`src/rtl/pla_pkg.sv`:
```
package pla_pkg;
  localparam int KIND_W  = 3;
  localparam int K_HEAD  = 0;
  localparam int K_BODY  = 1;
  localparam int K_TAIL  = 2;

  typedef enum logic [1:0] {
    ST_IDLE = 2'd0,
    ST_OWN  = 2'd1,
    ST_GAP  = 2'd2
  } own_st_e;
endpackage

```
`src/rtl/pla_access_ctl.sv`:
```
module pla_access_ctl
  import pla_pkg::*;
(
  input  logic              clk,
  input  logic              rst_n,
  input  logic              flit_valid,
  input  logic [KIND_W-1:0] flit_kind,
  input  logic              gnt,
  input  logic              ack,
  output logic              req,
  output logic              active
);
  own_st_e st_q, st_d;
  logic    st_en;
  logic    head_v, tail_v;

  always_comb begin
    head_v = flit_valid & flit_kind[K_HEAD];
    tail_v = flit_valid & flit_kind[K_TAIL];
    req    = (st_q == ST_OWN) | ((st_q == ST_IDLE) & head_v);
    active = gnt & req;
    st_d   = st_q;
    case (st_q)
      ST_IDLE: if (ack & head_v) st_d = ST_OWN;
      ST_OWN:  if (ack & tail_v) st_d = ST_GAP;
      ST_GAP:  st_d = ST_IDLE;
      default: st_d = ST_IDLE;
    endcase
    st_en = (st_d != st_q);
  end

  always_ff @(posedge clk or negedge rst_n) begin
    if (!rst_n)     st_q <= ST_IDLE;
    else if (st_en) st_q <= st_d;
  end

  // a granted header keeps the request up
  p_lock_after_head_r3: assert property (@(posedge clk) disable iff (!rst_n)
    (ack & head_v) |=> req);
  // one quiet cycle after the tail
  p_release_gap_r4: assert property (@(posedge clk) disable iff (!rst_n)
    (ack & tail_v & (st_q == ST_OWN)) |=> (!req && !ack));
  // stray body/tail on an idle input is inert
  p_stray_ignored_r6: assert property (@(posedge clk) disable iff (!rst_n)
    ((st_q == ST_IDLE) && flit_valid && !flit_kind[K_HEAD]) |-> (!req && !ack));
endmodule

```
`src/rtl/pla_merge.sv`:
```
module pla_merge
  import pla_pkg::*;
#(
  parameter int N_IN   = 4,
  parameter int DATA_W = 16
) (
  input  logic [N_IN-1:0]              sel,
  input  logic [N_IN-1:0]              valid,
  input  logic [N_IN-1:0][KIND_W-1:0]  kind,
  input  logic [N_IN-1:0][DATA_W-1:0]  data,
  input  logic                         out_ready,
  output logic                         out_valid,
  output logic [KIND_W-1:0]            out_kind,
  output logic [DATA_W-1:0]            out_data,
  output logic [N_IN-1:0]              ack
);
  always_comb begin
    out_valid = 1'b0;
    out_kind  = '0;
    out_data  = '0;
    for (int i = 0; i < N_IN; i++) begin
      ack[i] = sel[i] & out_ready;
      if (sel[i]) begin
        out_valid = out_valid | valid[i];
        out_kind  = out_kind  | kind[i];
        out_data  = out_data  | data[i];
      end
    end
  end

  // no ack escapes while the output stalls
  always_comb begin
    if (!out_ready) p_stall_no_ack_r8: assert (ack == '0);
  end
endmodule

```
`src/rtl/pla_top.sv`:
```
module pla_top
  import pla_pkg::*;
#(
  parameter int N_IN   = 4,
  parameter int DATA_W = 16
) (
  input  logic                     clk,
  input  logic                     rst_n,
  input  logic [N_IN-1:0]          in_valid,
  input  logic [N_IN*KIND_W-1:0]   in_kind,
  input  logic [N_IN*DATA_W-1:0]   in_data,
  output logic [N_IN-1:0]          in_ready,
  output logic [N_IN-1:0]          arb_req,
  input  logic [N_IN-1:0]          arb_gnt,
  output logic                     out_valid,
  output logic [KIND_W-1:0]        out_kind,
  output logic [DATA_W-1:0]        out_data,
  input  logic                     out_ready
);
  logic [N_IN-1:0]             sel;
  logic [N_IN-1:0]             ack;
  logic [N_IN-1:0][KIND_W-1:0] kind_a;
  logic [N_IN-1:0][DATA_W-1:0] data_a;

  for (genvar g = 0; g < N_IN; g++) begin : g_in
    assign kind_a[g] = in_kind[g*KIND_W +: KIND_W];
    assign data_a[g] = in_data[g*DATA_W +: DATA_W];

    pla_access_ctl u_ctl (
      .clk        (clk),
      .rst_n      (rst_n),
      .flit_valid (in_valid[g]),
      .flit_kind  (kind_a[g]),
      .gnt        (arb_gnt[g]),
      .ack        (ack[g]),
      .req        (arb_req[g]),
      .active     (sel[g])
    );
  end

  pla_merge #(.N_IN(N_IN), .DATA_W(DATA_W)) u_merge (
    .sel       (sel),
    .valid     (in_valid),
    .kind      (kind_a),
    .data      (data_a),
    .out_ready (out_ready),
    .out_valid (out_valid),
    .out_kind  (out_kind),
    .out_data  (out_data),
    .ack       (ack)
  );

  assign in_ready = ack;

  // single accepting input under a sane grant
  p_single_owner_r10: assert property (@(posedge clk) disable iff (!rst_n)
    $onehot0(arb_gnt) |-> $onehot0(in_ready));
  // acceptance only under grant
  p_accept_needs_gnt_r2: assert property (@(posedge clk) disable iff (!rst_n)
    (in_ready & ~arb_gnt) == '0);
  // output silent when nothing is selected
  p_idle_output_r7: assert property (@(posedge clk) disable iff (!rst_n)
    (sel == '0) |-> (!out_valid && out_data == '0));
endmodule

```
`config.mk`:
```
export PLATFORM = sky130hd
export DESIGN_NAME = pla_top
export DESIGN_NICKNAME = d
export VERILOG_FILES = /design/src/rtl/pla_pkg.sv /design/src/rtl/pla_access_ctl.sv /design/src/rtl/pla_merge.sv /design/src/rtl/pla_top.sv
export SDC_FILE = /design/constraint.sdc
export NUM_CORES = 1
export LEC_CHECK = 0
export BUFFER_PORTS_ARGS = -buffer_cell sky130_fd_sc_hd__clkbuf_2
export CAP_MARGIN = 20
export CORE_MARGIN = 3
export CORE_UTILIZATION = 40
export CTS_CLUSTER_SIZE = 12
export DETAILED_ROUTE_END_ITERATION = 10
export GPL_TIMING_DRIVEN = 0
export PLACE_DENSITY = 0.89
export SYNTH_ARGS = -nofsm -noshare
export SYNTH_HDL_FRONTEND = slang
export SYNTH_SLANG_ARGS = --single-unit
export TNS_END_PERCENT = 5
```
`constraint.sdc`:
```
create_clock -name clk -period 2.39 [get_ports clk]
set_input_delay 0.478 -clock clk [delete_from_list [all_inputs] [get_ports clk]]
set_output_delay 0.478 -clock clk [all_outputs]
set_load 0.05 [all_outputs]
```
==> impl_results.md, run 1 <==
* Layout cells sized above 1 at between 50% and 60%
* Seq/Total Area, Yosys at 16.08%
* CTS Buf Count at 3
* Worst path required time at 1.91 ns
* Worst-path clk slew at about 0.060 ns
* Synth Cell Area at 1245 sq um
* Starting Density at 43.64%
* FF-to-FF path depth at 3
* Worst-Margin Slew at between 0.3 and 0.4 ns
* Worst vdd ir at 0.3176 mV
* Warnings from Yosys at 0
* Fillers at 252
* NumNets Final at 360
* Initial antenna violation count at 0
* Min Tclk post-route at 2.213 ns
* Post-Syn Nets at 241
* # diodes at 0
* Postcts setup bufs at 0
* Core area at 2853 sq um
* Setup crit start kind: flop
* Synthesized netlist cell count at 154
* Setup TNS at 0 ns
* Vias in the first global route at 1,432
* Clk Latency, worst-skew pair at 0.26 ns
* Skew final at roughly 0.011 ns
* Area Growth Syn to Fin at 50.75%
* Crit Path Max Fanout at 10
* Io pins at 115
* Post-DP HPWL at 3766 um
* Port Buffers at 114
* Vias per cell at 5.689
* Htree depth at 1
* Avg Cell Area, Syn at 8.084 sq um
* Top cell type's share of synthesized area at 23.52%
* CP Class: flop to output pin
* Gates resized, CTS repair at 0
* Clock Sinks at 8
* Die ar. at 3818 sq um
* Tightest Hold Check Type: primary input to asynchronous set/reset pin
* Final setup fails at 0
* Power density cells at 641.2 nW/um^2
* Synth top area cells: nand3b_1, dfrtp_1, a221o_1, o22ai_1, buf_2
* CTS Hold Buffers Added at 0
* Flops & latches, synth at 8
* Drt drc at 0
* # rows at 19
* Area after DPL at between 1500 and 2000 sq um
* Worst EP arrival at 1.73 ns
* CTS tree: done
* Fin util at 65.79%
* Fin. max-slew vios at 0
* Largest net degree at the start of global routing at 11
* 1st-iter DRT viols at 91
* Synth area leader: nand3b_1
* Final Routed Wirelength at 4629 um
* Crit path capture type: output pin
* Die H at 61.79 um
* Slew headroom at 77.51%
* Largest Register: g_in.u_ctl.st_q
* Total global routing overflow at 0
* Status: complete, no violations
* Top Registers: g_in.u_ctl.st_q: 8 flops
* GRT Total Usage at 21.86%
* Router iterations before antenna repair at 4
* Post-route cell area at 1877 sq um
* Finished Layout Cells at 302
* Antenna Nets Post-Route at 0
* Largest register FFs at 8
* Leak at slightly below 1 nW
* Die W at 61.79 um
* CTS root buf: clkbuf_4
* Inst Count DP at about 300
* Yosys cell types at 25
* RSZ-0062 raised after global routing: false
* Max-cap violation count at 0
* DR WL/cell at 15.33 um
* Hold Fails Final Rpt at 0
* Routability Congestion at between 0.7 and 0.8
* First-pass GRT wire length at 6417 um
* Max Clock Freq at 451.9 MHz
* Final period util at 92.59%
* Via count at 1,718
* Clock Path Buffers at 2
==> per-layer routing <==
metal | global-route usage, % | share of wire, %
met1 | 26.44 | 39
met5 | 0 | 0
met2 | 41.41 | 52
met3 | 3.512 | 8.8
met4 | 2.727 | 0.39
==> cells in the final DEF (no fill, tap or decap) <==
cell type / n
nand3b_1: 39
nand2b_1: 1
nor3b_2: 2
and2_1: 2
o211ai_1: 1
nor4bb_1: 1
a221o_1: 19
and3b_1: 2
buf_6: 2
o22ai_1: 21
nand4_1: 6
clkbuf_4: 3
a21oi_2: 3
nand2_1: 3
buf_2: 14
nor2_1: 9
a21oi_1: 3
nor2b_1: 1
a221o_2: 1
clkbuf_2: 115
and4_1: 1
nor3b_1: 3
dfrtp_1: 8
a32oi_1: 1
or2_2: 2
buf_4: 8
==> layout make-up <==
type | count | area [sq um] | area share (%)
Buffer | 25 | 157.7 | 8.400
Sequential cell | 8 | 200.2 | 10.67
Tap cell | 31 | 38.79 | 2.067
Clock buffer | 3 | 22.52 | 1.200
Timing Repair Buffer | 114 | 570.5 | 30.40
Multi-Input combinational cell | 121 | 887.1 | 47.27
==> critical path, cell delays in order (launching register included) <==
cell and delay, ns:
dfrtp_1 0.44, a21oi_1 0.18, buf_2 0.25, o22ai_1 0.10, a221o_1 0.26, clkbuf_2 0.24
==> per-stage QoR <==
stage | worst slack, ns | hold slack, ns | total power, mW
floorplan | 0.5228 | 0.1824 | 0.8744
global placement | 0.2194 | 0.3342 | 1.087
detailed placement | 0.2052 | 0.3337 | 1.098
CTS | 0.1817 | 0.06551 | 1.202
global route | 0.06529 | 0.05737 | 1.279
finish | 0.1771 | 0.05168 | 1.203
==> where the power goes <==
| group | switching [mW] | internal, mW | total, mW |
|---|---|---|---|
| Combinational | 0.606 | 0.303 | 0.908 |
| Clock | 0.0497 | 0.0577 | 0.107 |
| Sequential | 0.0310 | 0.156 | 0.187 |
| Total | 0.686 | 0.517 | 1.20 |
==> cell usage after synthesis (all sizes together) <==
library cell / instances
and2: 2
a221o: 20
clkbuf: 1
nand3b: 39
and4: 1
nand2b: 1
o211ai: 1
nor4bb: 1
nand2: 3
a21oi: 6
or2: 2
nor3b: 5
nor2b: 1
nand4: 6
o22ai: 21
and3b: 2
nor2: 9
buf: 24
a32oi: 1
dfrtp: 8
==> path summary, 6_finish.rpt <==
path	from	to	slack [ns]
worst min-delay path	rst_n	g_in[1].u_ctl.st_q[0]	0.05
min in group clk	g_in[3].u_ctl.st_q[1]	g_in[3].u_ctl.st_q[0]	0.48
worst max-delay path	g_in[1].u_ctl.st_q[0]	out_kind[2]	0.18
max in group asynchronous	rst_n	g_in[2].u_ctl.st_q[1]	2.15
worst max register to register	g_in[0].u_ctl.st_q[1]	g_in[0].u_ctl.st_q[0]	1.29
worst min register to register	g_in[3].u_ctl.st_q[1]	g_in[3].u_ctl.st_q[0]	0.48
==> logic make-up (layout without fill, tap and decap cells) <==
logic type / Yosys count / after routing / share of synthesized area (%)
AO/OA/AOI/OAI: 49 / 49 / 31.36
buffers and inverters: 25 / 142 / 12.66
flip-flops: 8 / 8 / 16.08
AND/OR/NAND/NOR: 72 / 72 / 39.90
No activity file was read; power rests on OpenSTA's default activity.
==> run 2: changes to the inputs <==
Settings changed: PLACE_DENSITY 0.89 to 0.86.
==> run 2 against run 1 <==
Compared with the run above: non-clock buffer count stayed put; sequential share of layout area unchanged; via count is 0.76% lower; fmax down 1.7%; clock power is essentially flat; worst setup slack got worse by 0.037 ns; worst hold slack barely moved; register-to-register slack hardly changed; critical path type unchanged; largest cell class unchanged.
==> impl_results.md, run 2 (same netlist as run 1, synthesis figures left out) <==
* Clock Path Buffers at 2 (unchanged)
* CP top delay family: compound AO/OA/AOI/OAI gates
* # rows at 19 (unchanged)
* First-pass GRT wire length at 6210 um (-3.2%)
* CTS Hold Buffers Added at 0 (unchanged)
* Setup crit start kind: flop
* Die ar. at 3818 sq um (unchanged)
* DR WL/cell at 14.62 um (-4.6%)
* 1st-iter DRT viols at 87 (-4.4%)
* Drt drc at 0 (unchanged)
* Largest Register: g_in.u_ctl.st_q
* Crit Path Max Fanout at 10 (unchanged)
* Power density cells at 639.3 nW/um^2 (-0.31%)
* Io pins at 115 (unchanged)
* Status: complete, no violations
* RSZ-0062 raised after global routing: false
* Commonest non-fill, non-tap cell in the layout: clkbuf_2
* Antenna Nets Post-Route at 0 (unchanged)
* Fin. max-slew vios at 0 (unchanged)
* Htree depth at 1 (unchanged)
* Worst path required time at 1.91 ns (about the same)
* Gates resized, CTS repair at 0 (unchanged)
* Layout cells sized above 1 at 55.35% (unchanged)
* Final Routed Wirelength at 4416 um (-4.6%)
* Worst EP arrival at 1.77 ns (+0.04 ns)
* Core area at 2853 sq um (unchanged)
* Vias per cell at 5.646 (-0.76%)
* Top Registers: g_in.u_ctl.st_q: 8 flops
* Cell breakdown of the critical path: a21oi_1, buf_2, o22ai_1, a221o_1, clkbuf_2
* Worst-path clk slew at 0.06 ns (about the same)
* Slew headroom at 78.51% (+1.0 points)
* Min Tclk post-route at 2.250 ns (+0.03727 ns)
* Initial antenna violation count at 0 (unchanged)
* Crit path capture type: output pin
* Starting Density at 43.64% (unchanged)
* Via count at 1,705 (-0.76%)
* CTS Buf Count at 3 (unchanged)
* Leak at 0.9706 nW (unchanged)
* Clk Latency, worst-skew pair at 0.26 ns (about the same)
* Port Buffers at 114 (unchanged)
* NumNets Final at 360 (unchanged)
* Final period util at 94.15% (+1.6 points)
* Max-cap violation count at 0 (unchanged)
* GRT Total Usage at 20.92% (-0.94 points)
* Worst vdd ir at 0.3999 mV (+26%)
* Skew final at 0.00009182 ns (-0.01106 ns)
* Tightest Hold Check Type: primary input to asynchronous set/reset pin
* Setup TNS at 0 ns (unchanged)
* Post-DP HPWL at 3599 um (-4.4%)
* CTS root buf: clkbuf_4
* Routability Congestion at 0.7855 (+2.0%)
* Largest register FFs at 8 (unchanged)
* WHS at 0.05126 ns (-0.0004238 ns)
* Worst-Margin Slew at 0.3210 ns (-0.01497 ns)
* Critical-path top delay cell: dfrtp_1
* # diodes at 0 (unchanged)
* Vias in the first global route at 1,489 (+4.0%)
* Most frequent cells in the layout: clkbuf_2, nand3b_1, o22ai_1
* CP Class: flop to output pin
* Largest net degree at the start of global routing at 11 (unchanged)
* Router iterations before antenna repair at 4 (unchanged)
* Postcts setup bufs at 0 (unchanged)
* Die H at 61.79 um (unchanged)
* Total global routing overflow at 0 (unchanged)
* CTS tree: done
* Clock Sinks at 8 (unchanged)
* Critical path buffers and inverters at 2 (unchanged)
* Hold Fails Final Rpt at 0 (unchanged)
* Area Growth Syn to Fin at 50.75% (unchanged)
* Final setup fails at 0 (unchanged)
* Max Clock Freq at 444.4 MHz (-1.7%)
* Die W at 61.79 um (unchanged)
* CP peak stage delay at 0.43 ns (about the same)
-- run 2: per-stage QoR --
| step | std cells | power (mW) | area, sq um | setup WS, ns | util [%] |
|---|---|---|---|---|---|
| final | 302 | 1.200 | 1877 | 0.1398 | 65.79 |
| after global routing | 302 | 1.273 | 1877 | 0.004498 | 65.79 |
| after detailed placement | 299 | 1.095 | 1854 | 0.2179 | 65.00 |
| after CTS | 302 | 1.202 | 1877 | 0.1330 | 65.79 |
| after floorplan | 154 | 0.8744 | 1245 | 0.5228 | - |
| after global placement | 299 | 1.085 | 1854 | 0.2246 | 65.00 |
-- run 2: worst register-to-register path: cells and delay by family, from the launching register on --
family / cells / cell delay (ns)
flops: 1 / 0.41
simple gates: 3 / 0.64
-- run 2: final timing paths --
kind,start,to,slack (ns),cells past startpoint
worst max-delay path,g_in[1].u_ctl.st_q[0],out_data[4],0.14,5
worst min-delay path,rst_n,g_in[1].u_ctl.st_q[0],0.05,1
worst max register to register,g_in[0].u_ctl.st_q[1],g_in[0].u_ctl.st_q[1],1.28,3
worst min register to register,g_in[3].u_ctl.st_q[1],g_in[3].u_ctl.st_q[0],0.49,1
max in group asynchronous,rst_n,g_in[2].u_ctl.st_q[0],2.16,1
min in group clk,g_in[3].u_ctl.st_q[1],g_in[3].u_ctl.st_q[0],0.49,1
-- run 2: area by class of cell --
cell class | instances | area [sq um]
Multi-Input combinational cell | 121 | 887.1
Sequential cell | 8 | 200.2
Timing Repair Buffer | 114 | 570.5
Fill cell | 241 | 975.9
Tap cell | 31 | 38.79
Buffer | 25 | 157.7
Clock buffer | 3 | 22.52
-- run 2: where the power goes --
part | internal (mW) | leakage (nW) | switching (mW)
logic | 0.303 | 0.852 | 0.605
clock network | 0.0576 | 0.0138 | 0.0480
registers | 0.157 | 0.105 | 0.0298
-- run 2: metal layers --
| layer | up-vias | global-route usage, % | part of all wire (%) |
|---|---|---|---|
| met4 | 0 | 2.727 | 0 |
| met2 | 68 | 38.42 | 52 |
| li1 | 849 | - | - |
| met3 | 0 | 3.306 | 8.1 |
| met5 | - | 0 | 0 |
| met1 | 788 | 26.28 | 40 |
